## config.mk

```make
export PLATFORM = sky130hd
export DESIGN_NAME = ratio_preset_enc
export DESIGN_NICKNAME = d
export VERILOG_FILES = /design/src/rtl/rpe_pkg.sv /design/src/rtl/rpe_div.sv /design/src/rtl/rpe_bcd.sv /design/src/rtl/ratio_preset_enc.sv
export SDC_FILE = /design/constraint.sdc
export NUM_CORES = 1
export LEC_CHECK = 0
export ABC_AREA = 1
export ABC_CLOCK_PERIOD_IN_PS = 3600
export BUFFER_PORTS_ARGS = -buffer_cell sky130_fd_sc_hd__buf_2
export CORE_MARGIN = 2
export CORE_UTILIZATION = 40
export DETAILED_ROUTE_END_ITERATION = 12
export PLACE_DENSITY_LB_ADDON = 0.1
export SLEW_MARGIN = 20
export SYNTH_ARGS = -nofsm -noshare
export SYNTH_HDL_FRONTEND = slang
export SYNTH_SLANG_ARGS = --single-unit
```

## constraint.sdc

```tcl
create_clock -name clk -period 3.6 [get_ports clk]
set_input_delay 0.18 -clock clk [delete_from_list [all_inputs] [get_ports clk]]
set_output_delay 0.18 -clock clk [all_outputs]
set_load 0.01 [all_outputs]
```

## src/rtl/rpe_pkg.sv

```systemverilog
`timescale 1ns/1ps
package rpe_pkg;

   typedef enum logic [2:0] {
      MD_BY2  = 3'd0,
      MD_BY4  = 3'd1,
      MD_BY5  = 3'd2,
      MD_BY8  = 3'd3,
      MD_BY10 = 3'd4
   } pmode_e;

   function automatic logic mode_ok(logic [2:0] m);
      return m <= 3'd4;
   endfunction

   function automatic logic [3:0] divisor_of(logic [2:0] m);
      case (m)
         MD_BY2:  return 4'd2;
         MD_BY4:  return 4'd4;
         MD_BY5:  return 4'd5;
         MD_BY8:  return 4'd8;
         MD_BY10: return 4'd10;
         default: return 4'd2;
      endcase
   endfunction

   // width of the first-stage remainder field
   function automatic logic [2:0] rem_bits(logic [2:0] m);
      case (m)
         MD_BY2:  return 3'd1;
         MD_BY4:  return 3'd2;
         MD_BY5:  return 3'd3;
         MD_BY8:  return 3'd3;
         default: return 3'd4;
      endcase
   endfunction

   function automatic logic [3:0] thou_cap(logic [2:0] m);
      case (m)
         MD_BY2:  return 4'd7;
         MD_BY4:  return 4'd3;
         MD_BY5:  return 4'd1;
         MD_BY8:  return 4'd1;
         default: return 4'd0;
      endcase
   endfunction

   function automatic logic [2:0] psel_of(logic [2:0] m);
      case (m)
         MD_BY2:  return 3'b111;
         MD_BY4:  return 3'b011;
         MD_BY5:  return 3'b101;
         MD_BY8:  return 3'b001;
         MD_BY10: return 3'b110;
         default: return 3'b000;
      endcase
   endfunction

   // decimal digits needed for the largest quotient (divisor >= 2), at least 4
   function automatic int dec_digits(int w);
      int v;
      int n;
      v = ((1 << w) - 1) / 2;
      n = 1;
      while (v >= 10) begin
         v = v / 10;
         n++;
      end
      return (n < 4) ? 4 : n;
   endfunction

endpackage

```

## src/rtl/rpe_div.sv

```systemverilog
`timescale 1ns/1ps
module rpe_div #(
   parameter int NW = 14,
   parameter int DW = 4
) (
   input  logic          clk,
   input  logic          rst_n,
   input  logic          go,
   input  logic [NW-1:0] dividend,
   input  logic [DW-1:0] divisor,
   output logic          fin,
   output logic [NW-1:0] quo,
   output logic [DW-1:0] rem
);
   localparam int CW = $clog2(NW + 1);

   if (NW < 4)  begin : g_bad_nw  $error("rpe_div: NW too small");  end
   if (DW < 2)  begin : g_bad_dw  $error("rpe_div: DW too small");  end

   logic [DW-1:0] acc, dv_q;
   logic [NW-1:0] sh;
   logic [CW-1:0] cnt;
   logic          run;
   logic [DW:0]   trial;
   logic          ge;

   assign trial = {acc, sh[NW-1]};
   assign ge    = trial >= {1'b0, dv_q};

   always_ff @(posedge clk or negedge rst_n) begin
      if (!rst_n) begin
         acc  <= '0;
         dv_q <= '0;
         sh   <= '0;
         cnt  <= '0;
         run  <= 1'b0;
         fin  <= 1'b0;
      end else begin
         fin <= 1'b0;
         if (go) begin
            acc  <= '0;
            sh   <= dividend;
            dv_q <= divisor;
            cnt  <= CW'(NW);
            run  <= 1'b1;
         end else if (run) begin
            acc <= ge ? DW'(trial - {1'b0, dv_q}) : trial[DW-1:0];
            sh  <= {sh[NW-2:0], ge};
            cnt <= cnt - 1'b1;
            if (cnt == CW'(1)) begin
               run <= 1'b0;
               fin <= 1'b1;
            end
         end
      end
   end

   assign quo = sh;
   assign rem = acc;

   // the remainder handed on is always below the divisor
   p_rem_bound_r2: assert property (@(posedge clk) disable iff (!rst_n)
      fin |-> (rem < dv_q));
   p_cnt_live_r8: assert property (@(posedge clk) disable iff (!rst_n)
      run |-> (cnt != '0));
endmodule

```

## src/rtl/rpe_bcd.sv

```systemverilog
`timescale 1ns/1ps
module rpe_bcd #(
   parameter int W  = 14,
   parameter int ND = 4
) (
   input  logic            clk,
   input  logic            rst_n,
   input  logic            go,
   input  logic [W-1:0]    bin,
   output logic            fin,
   output logic [4*ND-1:0] dig
);
   localparam int CW = $clog2(W + 1);

   if (W < 2)  begin : g_bad_w  $error("rpe_bcd: W too small");  end
   if (ND < 1) begin : g_bad_nd $error("rpe_bcd: ND too small"); end

   logic [4*ND-1:0] dg, adj;
   logic [W-1:0]    sh;
   logic [CW-1:0]   cnt;
   logic            run;

   for (genvar gi = 0; gi < ND; gi++) begin : g_dig
      assign adj[4*gi +: 4] = (dg[4*gi +: 4] >= 4'd5) ? dg[4*gi +: 4] + 4'd3
                                                       : dg[4*gi +: 4];
      // every finished digit is a legal BCD value
      p_digit_bcd_r3: assert property (@(posedge clk) disable iff (!rst_n)
         fin |-> (dig[4*gi +: 4] <= 4'd9));
   end

   always_ff @(posedge clk or negedge rst_n) begin
      if (!rst_n) begin
         dg  <= '0;
         sh  <= '0;
         cnt <= '0;
         run <= 1'b0;
         fin <= 1'b0;
      end else begin
         fin <= 1'b0;
         if (go) begin
            dg  <= '0;
            sh  <= bin;
            cnt <= CW'(W);
            run <= 1'b1;
         end else if (run) begin
            dg  <= {adj[4*ND-2:0], sh[W-1]};
            sh  <= {sh[W-2:0], 1'b0};
            cnt <= cnt - 1'b1;
            if (cnt == CW'(1)) begin
               run <= 1'b0;
               fin <= 1'b1;
            end
         end
      end
   end

   assign dig = dg;
endmodule

```

## src/rtl/ratio_preset_enc.sv

```systemverilog
`timescale 1ns/1ps
module ratio_preset_enc
   import rpe_pkg::*;
#(
   parameter int NW      = 14,
   parameter int LO_LIM  = 3,
   parameter int DEC_LIM = 9999,
   parameter int BIN_LIM = 15999
) (
   input  logic          clk,
   input  logic          rst_n,
   input  logic          start,
   input  logic [NW-1:0] ratio,
   input  logic [2:0]    mode,
   output logic [15:0]   jam,
   output logic [2:0]    psel,
   output logic          done,
   output logic          range_err
);
   localparam int ND = dec_digits(NW);
   localparam int DW = 4;

   if (NW < 4 || NW > 24)     begin : g_bad_nw  $error("ratio_preset_enc: NW out of range"); end
   if (BIN_LIM >= (1 << NW))  begin : g_bad_lim $error("ratio_preset_enc: BIN_LIM exceeds ratio width"); end
   if (DEC_LIM > BIN_LIM)     begin : g_bad_dec $error("ratio_preset_enc: DEC_LIM above BIN_LIM"); end

   typedef enum logic [1:0] {S_IDLE, S_DIV, S_BCD} st_e;
   st_e st;

   logic [NW-1:0]   n_q;
   logic [2:0]      m_q;
   logic            div_go, div_fin, bcd_fin;
   logic [NW-1:0]   quo;
   logic [DW-1:0]   rem;
   logic [4*ND-1:0] dig;
   logic [3:0]      thou, low4;
   logic            hi_nz, bad;
   logic [31:0]     lim;

   assign div_go = start && (st == S_IDLE);

   rpe_div #(.NW(NW), .DW(DW)) u_div (
      .clk(clk), .rst_n(rst_n), .go(div_go), .dividend(ratio),
      .divisor(divisor_of(mode)), .fin(div_fin), .quo(quo), .rem(rem));

   rpe_bcd #(.W(NW), .ND(ND)) u_bcd (
      .clk(clk), .rst_n(rst_n), .go(div_fin), .bin(quo),
      .fin(bcd_fin), .dig(dig));

   assign thou = dig[15:12];
   if (ND > 4) begin : g_hi
      assign hi_nz = |dig[4*ND-1:16];
   end else begin : g_nohi
      assign hi_nz = 1'b0;
   end

   // legality of the request, judged on the captured ratio and mode
   always_comb begin
      lim = (m_q == MD_BY5 || m_q == MD_BY10) ? 32'(DEC_LIM) : 32'(BIN_LIM);
      bad = !mode_ok(m_q) || (32'(n_q) < 32'(LO_LIM)) || (32'(n_q) > lim)
            || hi_nz || (thou > thou_cap(m_q));
   end

   // remainder in the low bits, thousands above it
   assign low4 = rem | 4'(thou << rem_bits(m_q));

   always_ff @(posedge clk or negedge rst_n) begin
      if (!rst_n) begin
         st        <= S_IDLE;
         n_q       <= '0;
         m_q       <= '0;
         jam       <= '0;
         psel      <= '0;
         done      <= 1'b0;
         range_err <= 1'b0;
      end else begin
         done <= 1'b0;
         case (st)
            S_IDLE: if (div_go) begin
               n_q <= ratio;
               m_q <= mode;
               st  <= S_DIV;
            end
            S_DIV: if (div_fin) st <= S_BCD;
            S_BCD: if (bcd_fin) begin
               st   <= S_IDLE;
               done <= 1'b1;
               if (bad) begin
                  jam       <= '0;
                  psel      <= '0;
                  range_err <= 1'b1;
               end else begin
                  jam       <= {dig[11:0], low4};   // hundreds, tens, units
                  psel      <= psel_of(m_q);
                  range_err <= 1'b0;
               end
            end
            default: st <= S_IDLE;
         endcase
      end
   end

   p_done_single_r7: assert property (@(posedge clk) disable iff (!rst_n)
      done |=> !done);
   p_word_hold_r7: assert property (@(posedge clk) disable iff (!rst_n)
      !bcd_fin |=> ($stable(jam) && $stable(psel) && $stable(range_err)));
   p_err_quiet_r6: assert property (@(posedge clk) disable iff (!rst_n)
      (done && range_err) |-> (jam == 16'h0 && psel == 3'b000));
   p_busy_ignore_r8: assert property (@(posedge clk) disable iff (!rst_n)
      (st != S_IDLE) |=> ($stable(n_q) && $stable(m_q)));
   p_sel_legal_r5: assert property (@(posedge clk) disable iff (!rst_n)
      (done && !range_err) |-> (psel != 3'b000 && psel != 3'b010 && psel != 3'b100));
endmodule

```

Yosys cells after proc, flatten, opt, wreduce, memory -nomap -nowiden
Cells that the tools add are included.

Register bits after elaboration: 104. Logic and storage cells: 108.

Add/subtract/negate cells: 7. Magnitude comparators: 9. Equality and inequality tests: 15. Shift-type cells: 1. Multiplexer cells: 43. Bitwise logic cells: 1. Reduce and logical (&&, ||, !) cells: 14.

Operators with widths (number): 14-bit two-way mux (4); 16-bit two-way mux (3); 4-bit two-way mux (10); 3-bit one-hot mux with 3 select lines (2); 4-bit by 3-bit >= comparator with 1-bit output (second input constant) (4); 4-bit one-hot mux with 4 select lines (1); 1-bit two-way mux (15); 3-bit one-hot mux with 5 select lines (1); 14-bit greater-than comparator (1); 14-bit by 2-bit < comparator with 1-bit output (second input constant) (1); 13-bit two-way mux (1); 4-bit by 2-bit adder with 4-bit output (second input constant) (3); 3-bit by 2-bit equality test with 1-bit output (second input constant) (4); 4-bit by 1-bit equality test with 1-bit output (second input constant) (2); 4-bit by 1-bit subtractor with 4-bit output (second input constant) (2); 3-bit by 1-bit equality test with 1-bit output (second input constant) (2); 3-bit equality test (second input constant) (2); 2-bit two-way mux (3); 3-bit two-way mux (2); 2-bit one-hot mux with 3 select lines (1); 5-bit by 4-bit >= comparator with 1-bit output (1); 4-bit by 3-bit greater-than comparator with 1-bit output (1); 1-bit logical OR (4); 2-bit by 1-bit != test with 1-bit output (second input constant) (2); 16 further kinds (18).

Longest topological paths before layout
Gate-level depths: netlist (run 1).

Depth after elaboration: 7. Gate-level depth with buffers: 17. Gate-level depth less buffers: 16.

Modules after synthesis
A second synthesis (run 1) with hierarchy kept.

Cell total of the unflattened synthesis: 651. Area, all modules: 5480.3 sq um.

By module, submodules not included: ratio_preset_enc (instances 1, cells an instance 264, area each 2093.3 sq um, sequential area each 1001.0 sq um); rpe_bcd (instances 1, cells an instance 227, area each 1913.1 sq um, sequential area each 900.9 sq um); rpe_div (instances 1, cells an instance 160, area each 1473.9 sq um, sequential area each 700.7 sq um).

Worst setup path before layout (run 1)
No wires, ideal clock.

Kind: register to register. From: reg m_q[2]. To: reg jam[10]. Library setup time: 118 ps. Arrival: 1814 ps. Data required time: 3482 ps. Setup slack: 1668 ps. Stages on the path, launching flop included: 15. Cells stage by stage: dfrtp_1 > inv_1 > o21ai_0 > inv_1 > nand2_1 > inv_1 > ha_1 > nand2_1 > nor2_2 > nand3_1 > nand3_1 > nand2_2 > buf_6 > nand4_1 > nand2_1.

Longest elaborated chain between the ends: 7.

RTL lines: start, declared (RTL line ratio_preset_enc.sv:31) `logic [2:0] m_q;`; start signal, assigned (RTL line ratio_preset_enc.sv:81) `m_q <= mode;`; 3-bit by 2-bit equality test with 1-bit output or 3-bit equality test (tied branches) (RTL line rpe_pkg.sv:39, ratio_preset_enc.sv:59); 1-bit logical OR (RTL line ratio_preset_enc.sv:59) `lim = (m_q == MD_BY5 || m_q == MD_BY10) ? 32'(DEC_LIM) : 32'(BIN_LIM);`; 13-bit two-way mux (RTL line ratio_preset_enc.sv:59); 14-bit greater-than comparator (RTL line ratio_preset_enc.sv:60) `bad = !mode_ok(m_q) || (32'(n_q) < 32'(LO_LIM)) || (32'(n_q) > lim)`; 1-bit logical OR (RTL line ratio_preset_enc.sv:60); 1-bit logical OR (*) (RTL line ratio_preset_enc.sv:61) `|| hi_nz || (thou > thou_cap(m_q));`; 16-bit two-way mux (*) (RTL line ratio_preset_enc.sv:88) `if (bad) begin`; end signal, assigned (RTL line ratio_preset_enc.sv:93) `jam <= {dig[11:0], low4};`; end, declared (RTL line ratio_preset_enc.sv:15) `output logic [15:0] jam,`.

Every way passes the cells marked *; elsewhere a longest branch is shown, timed or not. A chain may end at the register's enable or synchronous reset.

Worst setup path in the final report (run 1)
From: reg m_q[2]. To: reg jam[15].

Same word-level chain as after synthesis.

==> impl_metrics.json, run 1 <==
{
  "outcome": "complete, no violations",
  "die_w_um": 118.2,
  "end_kind": "register",
  "hold_viol": 0,
  "critical_path_class": "reg2reg",
  "clock_sinks": 104,
  "vdd_drop_max_mv": 0.3073,
  "pwr-share-comb": 0.374,
  "grt_use_total": 0.1833,
  "async_flop_share": 1.000,
  "drc": 0,
  "cts_root_buffer": "clkbuf_16",
  "p_sw_frac": 0.3989,
  "grt_pass1_wl_mm": 20.52,
  "grt_overflow": 0,
  "cp_max_fo": 20,
  "p_clk_frac": 0.226,
  "slew_viol_final": 0,
  "io_buffers": 40,
  "synthAdderAreaFrac": 0.06377,
  "layout_setup_ws_ns": 1.213,
  "synth_top_family_by_area": "simple AND/OR/NAND/NOR gates",
  "p_seq_frac": 0.400,
  "synth.avg_cell_area_um2": 8.727,
  "antenna_left": 0,
  "synthXorXnorAreaFrac": 0.01343,
  "max_freq_mhz": 418.9,
  "hpwl_mm": 8.366,
  "firstDrtPassIters": 4,
  "yosysWarnings": 0,
  "synth_cell_types": 41,
  "fin_total_pwr_w": 0.004528,
  "r2r_cells": 13,
  "rsz0062_at_grt": "no",
  "p_leak_nw": 3.003,
  "max-slew-margin-rel": 0.4577,
  "skew_ns": 0.006631,
  "grt_antenna_before_repair": 0,
  "worst_pin_slew_ns": 0.8134,
  "die_area_um2": 13980,
  "synthCells": 598,
  "timing.setup.tns_ns": 0,
  "initial_core_util": 0.4119,
  "wirelength_mm": 11.91,
  "vias": 4086,
  "worstSetupStartpointType": "register",
  "synth.mux.area_fraction": 0,
  "grt_pass1_vias": 4122,
  "hold_depth": 2,
  "hold_path_class": "in2reg",
  "cts-buffers-inserted": 9,
  "switching_power_w": 0.001806,
  "via_per_inst": 5.038,
  "cap_violations": 0,
  "power_density_nw_per_um2": 774.1,
  "drive_gt1_frac": 0.1346,
  "place_congestion": 0.8203,
  "clock_path_buffers": 2,
  "synth_seq_cells": 104,
  "routed_wire_length_per_instance_um": 14.69,
  "nNetsFinal": 680,
  "core_um2": 12670,
  "h-tree-depth": 3,
  "synthSimpleGateAreaFrac": 0.2206,
  "ys_seq_area_frac": 0.4987,
  "cellInternalPower_w": 0.002722,
  "cts_tree": "done",
  "place_ws_ns": 1.205,
  "die_height_um": 118.2,
  "clk_pin_slew_ns": 0.07,
  "cts.repair.resized": 0,
  "finalCritPeriodShare": 0.6631,
  "setup_viol": 0,
  "syn-num-nets": 644,
  "n_antenna_cell": 0,
  "area_delta_synth_final_pct": 12.08,
  "cp_data_arrival_time_ns": 2.63,
  "synth_compound_area_frac": 0.1216,
  "synth_area_um2": 5219,
  "drt_iter0_markers": 199,
  "ioPinCount": 41,
  "synth-edff-count": 0,
  "grt_max_degree": 62,
  "ys.flop_type": "dfrtp_1",
  "required_ns": 3.84,
  "num_rows": 41,
  "clk_latency_ns": 0.36,
  "fin_crit_ns": 2.387
}
[final cells by class]
| cell class | instances | area [um^2] |
|---|---|---|
| Fill cell | 1265 | 6822 |
| Inverter | 74 | 277.8 |
| Clock inverter | 5 | 55.05 |
| Clock buffer | 11 | 252.7 |
| Timing Repair Buffer | 47 | 257.7 |
| Multi-Input combinational cell | 398 | 2188 |
| Sequential cell | 104 | 2603 |
| Tap cell | 172 | 215.2 |
[layout by cell type (no fill, tap or decap), types with 2 or more instances in the layout]
cell type   Yosys  routed
nor2_2          3       3
ha_1           25      25
buf_4           2       7
o21ai_1         3       3
clkinv_2        0       2
nand2_1       168     168
o22ai_1        10      10
nand4_1        18      18
a31oi_1        13      13
a21oi_1        14      14
buf_2          10      39
clkbuf_16       0       9
clkinvlp_4      0       2
inv_2           7       7
dfrtp_1       104     104
o21bai_1        2       2
nor2_1         28      28
inv_1          67      67
nand2_4         3       3
o221ai_1       13      13
xor2_1          8       8
o31ai_1         3       3
nand3_1        29      29
o211ai_1        2       2
clkbuf_8        1       2
nand3b_1        3       3
o21ai_0        33      33
a21o_1          3       3
nand2_2         4       4
[cells in the mapped netlist (2+ instances only)]
master      n  area share
o31ai_1     3      0.0043
a21oi_1    14       0.013
xor2_1      8       0.013
o211ai_1    2      0.0029
nand3b_1    3      0.0043
o22ai_1    10       0.012
buf_2      10      0.0096
o21bai_1    2      0.0029
a21o_1      3      0.0043
buf_6       5       0.011
nand2_2     4      0.0048
a31oi_1    13       0.016
nand2_1   168        0.12
dfrtp_1   104        0.50
inv_2       7      0.0050
nand4_1    18       0.022
o221ai_1   13       0.022
o21ai_1     3      0.0029
o21ai_0    33       0.032
nand3_1    29       0.028
buf_4       2      0.0029
clkbuf_1    4      0.0029
nor2_1     28       0.020
ha_1       25       0.060
inv_1      67       0.048
nor2_2      3      0.0036
nand2_4     3      0.0065
[path summary, 6_finish.rpt]
path                                             end  slack (ns)                start
setup / recovery                 jam[15]$_DFFE_PN0P_        1.21   m_q[2]$_DFFE_PN0P_
hold / removal             u_div.dv_q[0]$_DFFE_PN0P_        0.03              mode[2]
setup reg to reg                 jam[15]$_DFFE_PN0P_        1.21   m_q[2]$_DFFE_PN0P_
hold reg to reg                    st[1]$_DFFE_PN0P_        0.47  u_bcd.fin$_DFF_PN0_
max in group asynchronous        psel[1]$_DFFE_PN0P_        2.31                rst_n
min in group asynchronous   u_bcd.cnt[3]$_DFFE_PN0P_        0.45                rst_n
[layer usage]
layer | vias to the layer above | wire [um] | global-route usage
met5 | - | 0 | 0
met4 | 0 | 195 | 0.07003
met3 | 12 | 358 | 0.03185
met2 | 69 | 5488 | 0.2915
met1 | 1953 | 5869 | 0.2497
li1 | 2052 | - | -
[power groups by stage]
stage	Sequential (W)	Combinational (W)	Clock, W
finish	0.00181	0.00169	0.00102
global route	0.00186	0.00198	0.00110
CTS	0.00181	0.00172	0.00105
detailed placement	0.00183	0.00171	0
global placement	0.00182	0.00166	0
floorplan	0.00174	0.00140	0
[worst max-delay path: stages (launching register included)]
cell     delay [ns]
dfrtp_1        0.44
inv_1          0.13
o21ai_0        0.18
inv_1          0.07
nand2_1        0.08
inv_1          0.11
ha_1           0.31
nand2_1        0.06
nor2_2         0.16
nand3_1        0.09
nand3_1        0.10
nand2_2        0.27
nand4_1        0.19
nand2_1        0.07
[logic make-up after synthesis]
group,after synthesis
XOR/XNOR,8
flip-flops,104
AO/OA/AOI/OAI,101
adder cells (fa/ha/maj),26
AND/OR/NAND/NOR,263
buffers and inverters,96
[what timing repair did]
action,in CTS,in global routing
hold endpoints to repair,59,0
setup buffers,0,0
hold buffers,1,0
[sequential cells by signal, indices dropped and copies added, names as in the netlist, 2 cells and up]
| name | flops |
|---|---|
| jam | 16 |
| u_bcd.dig | 16 |
| n_q | 14 |
| u_bcd.sh | 14 |
| u_div.quo | 14 |
| u_bcd.cnt | 4 |
| u_div.cnt | 4 |
| u_div.dv_q | 4 |
| u_div.rem | 4 |
| m_q | 3 |
| psel | 3 |
| st | 2 |
[through the flow]
step / util / area [um^2] / hold slack [ns] / cells
2_1_floorplan: - / 5219 / -0.1156 / 598
3_3_place_gp: 0.4366 / 5532 / 0.3269 / 794
3_5_place_dp: 0.4366 / 5532 / 0.3267 / 794
4_1_cts: 0.4616 / 5849 / 0.01647 / 811
5_1_grt: 0.4616 / 5849 / 0.03630 / 811
6_report: 0.4616 / 5849 / 0.03072 / 811
Power figures use the tool's default switching activity.
==> run 2: changes to the inputs <==
- ABC_CLOCK_PERIOD_IN_PS: 3600 -> 2460
- clock period: 3.6 -> 2.46 ns (I/O delays scaled with it)
==> impl_metrics.json, run 2 (synthesis results as in run 1) <==
{
  "outcome": "complete, no violations",
  "layout_commonest_cell": "nand2_1",
  "worstSetupStartpointType": "register",
  "die_height_um": 118.2,
  "initial_core_util": 0.4119,
  "grt_overflow": 0,
  "drt_iter0_markers": 157,
  "grt_pass1_wl_mm": 20.26,
  "drc": 0,
  "area_delta_synth_final_pct": 15.20,
  "h-tree-depth": 3,
  "num_rows": 41,
  "via_per_inst": 4.939,
  "cts_root_buffer": "clkbuf_16",
  "cp_cell_sequence": "inv_1, o21ai_0, inv_1, nand2_1, inv_1, ha_1, nand2_1, nor2_2, nand3_1, nand3_1, nand2_4, nand4_1, nand2_1",
  "max_freq_mhz": 462.0,
  "slew_viol_final": 0,
  "grt_max_degree": 51,
  "die_w_um": 118.2,
  "clock_sinks": 104,
  "finalCritPeriodShare": 0.8798,
  "power_density_nw_per_um2": 1110,
  "hold_path_class": "in2reg",
  "drive_gt1_frac": 0.1348,
  "hpwl_mm": 8.130,
  "skew_ns": 0.01002,
  "grt_pass1_vias": 4137,
  "reg.largest.list": "jam x16, u_bcd.dig x16",
  "place_congestion": 0.8571,
  "crit_path_max_incr_delay_ns": 0.40,
  "vias": 4075,
  "wirelength_mm": 11.67,
  "hold_viol": 0,
  "mostFrequentLayoutCells": "nand2_1, dfrtp_1, inv_1",
  "finalNonFillerCells": 825,
  "clk_pin_slew_ns": 0.07,
  "cap_violations": 0,
  "core_um2": 12670,
  "antenna_left": 0,
  "postCtsSetupRepairBufs": 0,
  "use_met2": 0.2749,
  "fin_crit_ns": 2.164,
  "routed_wire_length_per_instance_um": 14.15,
  "setup_viol": 0,
  "vdd_drop_max_mv": 0.5475,
  "cts-buffers-inserted": 9,
  "critical_path_class": "reg2reg",
  "cts_tree": "done",
  "io_buffers": 40,
  "end_kind": "register",
  "grt_busiest_layer": "met2",
  "clk_latency_ns": 0.36,
  "grt_util_met3": 0.02703,
  "cp_max_fo": 20,
  "grt_antenna_before_repair": 0,
  "n_antenna_cell": 0,
  "met1_usage": 0.2517,
  "required_ns": 2.71,
  "cp_data_arrival_time_ns": 2.41,
  "worst_pin_slew_ns": 0.6686,
  "ioPinCount": 41,
  "dp.cells": 796,
  "firstDrtPassIters": 5,
  "timing.setup.tns_ns": 0,
  "rsz0062_at_grt": "no",
  "grt_use_total": 0.1805,
  "p_leak_nw": 3.067,
  "clock_path_buffers": 2,
  "max-slew-margin-rel": 0.5538,
  "nNetsFinal": 694,
  "crit_slowest_cell": "dfrtp_1",
  "die_area_um2": 13980
}
[run 2: worst max-delay path: cells and delay by family (launching register included)]
family                     cells  cell delay [ns]
and+or+nand+nor                8             0.90
DFF                            1             0.40
adders and majority gates      1             0.31
buffers and inverters          3             0.28
AOI/OAI and AO/OA              1             0.16
[run 2: what timing repair did]
action,CTS,global route
setup endpoints to repair,0,20
hold buffers,13,0
resized for setup,0,1
hold endpoints to repair,44,0
[run 2: routing by layer]
metal / part of all wire / wire (um) / up-vias
met3: 0.034 / 397 / 22
met4: 0.027 / 320 / 0
met2: 0.43 / 5070 / 76
li1: - / - / 2078
met5: 0 / 0 / -
met1: 0.50 / 5883 / 1899
[run 2: power breakdown]
part / switching, W / internal [W] / total [W]
logic: 0.00160 / 0.000945 / 0.00254
registers: 0.000391 / 0.00225 / 0.00264
clock network: 0.000673 / 0.000819 / 0.00149
total: 0.00266 / 0.00402 / 0.00668
[run 2: final timing paths]
kind / startpoint / to / slack, ns / depth (start not counted)
hold / removal: ratio[3] / u_div.quo[3]$_DFFE_PN0P_ / 0.02 / 3
hold reg to reg: u_bcd.fin$_DFF_PN0_ / st[1]$_DFFE_PN0P_ / 0.47 / 1
setup reg to reg: m_q[1]$_DFFE_PN0P_ / jam[8]$_DFFE_PN0P_ / 0.30 / 13
min in group asynchronous: rst_n / u_bcd.dig[7]$_DFFE_PN0P_ / 0.25 / 2
setup / recovery: m_q[1]$_DFFE_PN0P_ / jam[8]$_DFFE_PN0P_ / 0.30 / 13
max in group asynchronous: rst_n / u_bcd.dig[2]$_DFFE_PN0P_ / 1.54 / 3
[run 2: metrics by stage]
step | power [W] | utilization | instance area, um^2 | hold WS, ns | setup WS (ns)
2_1_floorplan | 0.004602 | - | 5219 | -0.1726 | 0.5276
6_report | 0.006676 | 0.4745 | 6012 | 0.01524 | 0.2956
4_1_cts | 0.006747 | 0.4741 | 6007 | 0.01129 | 0.1483
5_1_grt | 0.007284 | 0.4745 | 6012 | 0.03474 | 0.003121
3_5_place_dp | 0.005203 | 0.4397 | 5572 | 0.1041 | 0.1604
3_3_place_gp | 0.005135 | 0.4397 | 5572 | 0.1014 | 0.2596
[run 2: final cells by class]
type	instances	area (um^2)
Fill cell	1279	6659
Sequential cell	104	2603
Multi-Input combinational cell	398	2193
Timing Repair Buffer	61	417.9
Inverter	74	277.8
Clock buffer	10	239.0
Tap cell	172	215.2
Clock inverter	6	66.31
==> run 3: changes to the inputs <==
- ABC_AREA: 1 -> not set
- CTS_CLUSTER_DIAMETER: not set -> 30
==> impl_metrics.json, run 3 <==
{
  "outcome": "complete, no violations",
  "drive_gt1_frac": 0.1652,
  "synth-edff-count": 0,
  "wirelength_mm": 10.83,
  "clk_latency_ns": 0.35,
  "die_area_um2": 13780,
  "required_ns": 2.70,
  "clk_pin_slew_ns": 0.07,
  "switching_power_w": 0.002683,
  "post-route-util": 0.4875,
  "rsz0062_at_grt": "yes",
  "cap_violations": 0,
  "ys_seq_area_frac": 0.5062,
  "path_buf_inv": 3,
  "cts_tree": "done",
  "grt_antenna_before_repair": 0,
  "initial_core_util": 0.4091,
  "crit_path_max_incr_delay_ns": 0.43,
  "synth.avg_cell_area_um2": 9.719,
  "yosysWarnings": 0,
  "mostFrequentLayoutCells": "nand2_1, dfrtp_1, o21ai_0",
  "vias": 3862,
  "multiInputGateArea_um2": 2417,
  "cp_data_arrival_time_ns": 2.62,
  "n_antenna_cell": 0,
  "grt_pass1_wl_mm": 18.24,
  "worstSetupStartpointType": "register",
  "fill_cells": 1197,
  "grt_use_total": 0.1630,
  "p_sw_frac": 0.3709,
  "reg.largest.list": "jam x16, u_bcd.dig x16",
  "antenna_left": 0,
  "p_seq_frac": 0.387,
  "cts-buffers-inserted": 9,
  "reg2reg_slack_ns": 0.08,
  "drc": 0,
  "fin_crit_ns": 2.384,
  "synth_cell_types": 42,
  "max-slew-margin-rel": 0.5551,
  "p_leak_nw": 2.945,
  "finalCritPeriodShare": 0.9689,
  "area_delta_synth_final_pct": 19.18,
  "synth_area_leader_cell": "dfrtp_1",
  "hpwl_mm": 7.256,
  "worstHoldStart": "ratio[7]",
  "hold_viol": 0,
  "clock_sinks": 104,
  "timing.setup.tns_ns": 0,
  "pwr-share-comb": 0.411,
  "grt_max_degree": 53,
  "h-tree-depth": 3,
  "ioPinCount": 41,
  "place_congestion": 0.7625,
  "ys_top_cells_by_count": "nand2_1, dfrtp_1, o21ai_0",
  "setup_viol": 0,
  "critical_path_class": "reg2reg",
  "async_flop_share": 1.000,
  "clock_path_buffers": 2,
  "synthCells": 529,
  "layout_commonest_cell": "nand2_1",
  "max_freq_mhz": 419.5,
  "worst_hold_slack_ns": 0.01641,
  "worstHoldEndpoint": "n_q[7]$_DFFE_PN0P_",
  "core_um2": 12570,
  "via_per_inst": 5.129,
  "grt_overflow": 0,
  "nNetsFinal": 622,
  "ff_latch_area_um2": 2605,
  "p_clk_frac": 0.203,
  "hold_depth": 3,
  "r2r_cells": 10,
  "worst_pin_slew_ns": 0.6673,
  "crit_slowest_cell": "dfrtp_2",
  "power_density_nw_per_um2": 1180,
  "cellInternalPower_w": 0.004550,
  "synthMostInstantiatedCell": "nand2_1",
  "finalNonFillerCells": 753,
  "io_buffers": 40,
  "routed_wire_length_per_instance_um": 14.38,
  "num_rows": 41,
  "dp.cells": 723,
  "slew_viol_final": 0,
  "grt_pass1_vias": 3726,
  "hold_path_class": "in2reg",
  "r2r_end": "range_err$_DFFE_PN0P_",
  "drt_iter0_markers": 166,
  "die_height_um": 117.4,
  "vdd_drop_max_mv": 0.5708,
  "synth_area_um2": 5141,
  "die_w_um": 117.4,
  "end_kind": "register",
  "syn-num-nets": 575,
  "cp_cell_sequence": "buf_4, or2_2, nor2_1, inv_1, ha_1, o21a_1, o21ai_1, o211ai_4, buf_12, mux2_4",
  "synth_top_area_frac": 0.5062,
  "cp_max_fo": 5,
  "synth_seq_cells": 104,
  "crit_family": "simple AND/OR/NAND/NOR gates",
  "firstDrtPassIters": 4,
  "skew_ns": 0.006520,
  "reg2reg_from": "m_q[1]$_DFFE_PN0P_",
  "ys.flop_type": "dfrtp_1",
  "cts_root_buffer": "clkbuf_16",
  "synthTopCellsByArea": "dfrtp_1, nand2_1, mux2i_1, ha_1, o21ai_0"
}
run 3: cell types whose count changed in the layout (fill, tap and decap cells not counted), sizes merged, moves of 8 or more:
| cell | change |
|---|---|
| o21ai | +22 |
| o22ai | -8 |
| inv | -50 |
| xnor2 | +12 |
| nand4 | -15 |
| nand2 | -66 |
| nand2b | +18 |
| a31oi | -10 |
| nor2 | -14 |
| o221ai | -13 |
| nand3 | -21 |
| mux2i | +37 |
run 3: power by group through the flow:
| stage | registers, W | logic [W] | clock network (W) |
|---|---|---|---|
| 2_1_floorplan | 0.00261 | 0.00201 | 0 |
| 5_1_grt | 0.00289 | 0.00335 | 0.00159 |
| 4_1_cts | 0.00279 | 0.00253 | 0.00152 |
| 3_3_place_gp | 0.00281 | 0.00242 | 0 |
| 6_report | 0.00280 | 0.00297 | 0.00147 |
| 3_5_place_dp | 0.00282 | 0.00251 | 0 |
run 3: logic make-up after synthesis:
kind of cell	share of synthesized area
compound gates	0.1290
flops	0.5062
xor+xnor	0.02385
buf+inv	0.04234
simple gates	0.1597
fa+ha+maj	0.06474
mux	0.07423
run 3: layout make-up:
class / count / area share
repair buffers: 64 / 0.07903
inverters: 25 / 0.01572
well taps: 172 / 0.03512
clock buffers: 12 / 0.04186
clock inverters: 4 / 0.008577
multi-input cells: 372 / 0.3945
flip-flops and latches: 104 / 0.4252
run 3: worst max path at each step:
stage	start	endpoint	cells after the start
after global placement	m_q[1]$_DFFE_PN0P_	range_err$_DFFE_PN0P_	10
after floorplan	m_q[1]$_DFFE_PN0P_	range_err$_DFFE_PN0P_	10
after CTS	m_q[1]$_DFFE_PN0P_	range_err$_DFFE_PN0P_	11
final	m_q[1]$_DFFE_PN0P_	range_err$_DFFE_PN0P_	10
after global routing	m_q[2]$_DFFE_PN0P_	jam[8]$_DFFE_PN0P_	11
after detailed placement	m_q[1]$_DFFE_PN0P_	range_err$_DFFE_PN0P_	10
run 3: worst register-to-register path, stage by stage (launching register included):
cell and delay (ns):
dfrtp_2 0.43, buf_4 0.15, or2_2 0.32, nor2_1 0.14, inv_1 0.06, ha_1 0.28, o21a_1 0.11, o21ai_1 0.19
o211ai_4 0.16, buf_12 0.17, mux2_4 0.25
run 3: per-layer routing:
layer / vias to the layer above / global-route usage / share of wire
met3: 11 / 0.04961 / 0.035
met2: 63 / 0.2529 / 0.47
met5: - / 0 / 0
met4: 0 / 0.04066 / 0.013
met1: 1889 / 0.2241 / 0.49
li1: 1899 / - / -
run 3: per-stage QoR:
stage / setup WS (ns) / instance area [um^2] / power [W]
after global routing: -0.03867 / 6127 / 0.007818
after global placement: 0.1001 / 5550 / 0.005236
final: 0.07647 / 6127 / 0.007233
after floorplan: 0.1932 / 5141 / 0.004625
after CTS: 0.03394 / 5929 / 0.006846
after detailed placement: 0.08078 / 5550 / 0.005334
run 3: what timing repair did:
item                                    CTS  global route
endpoints found under the hold margin    44             0
endpoints found under the setup margin    0            20
hold buffers                              7             0
setup buffers                             0             4
gates resized for setup                   0            29
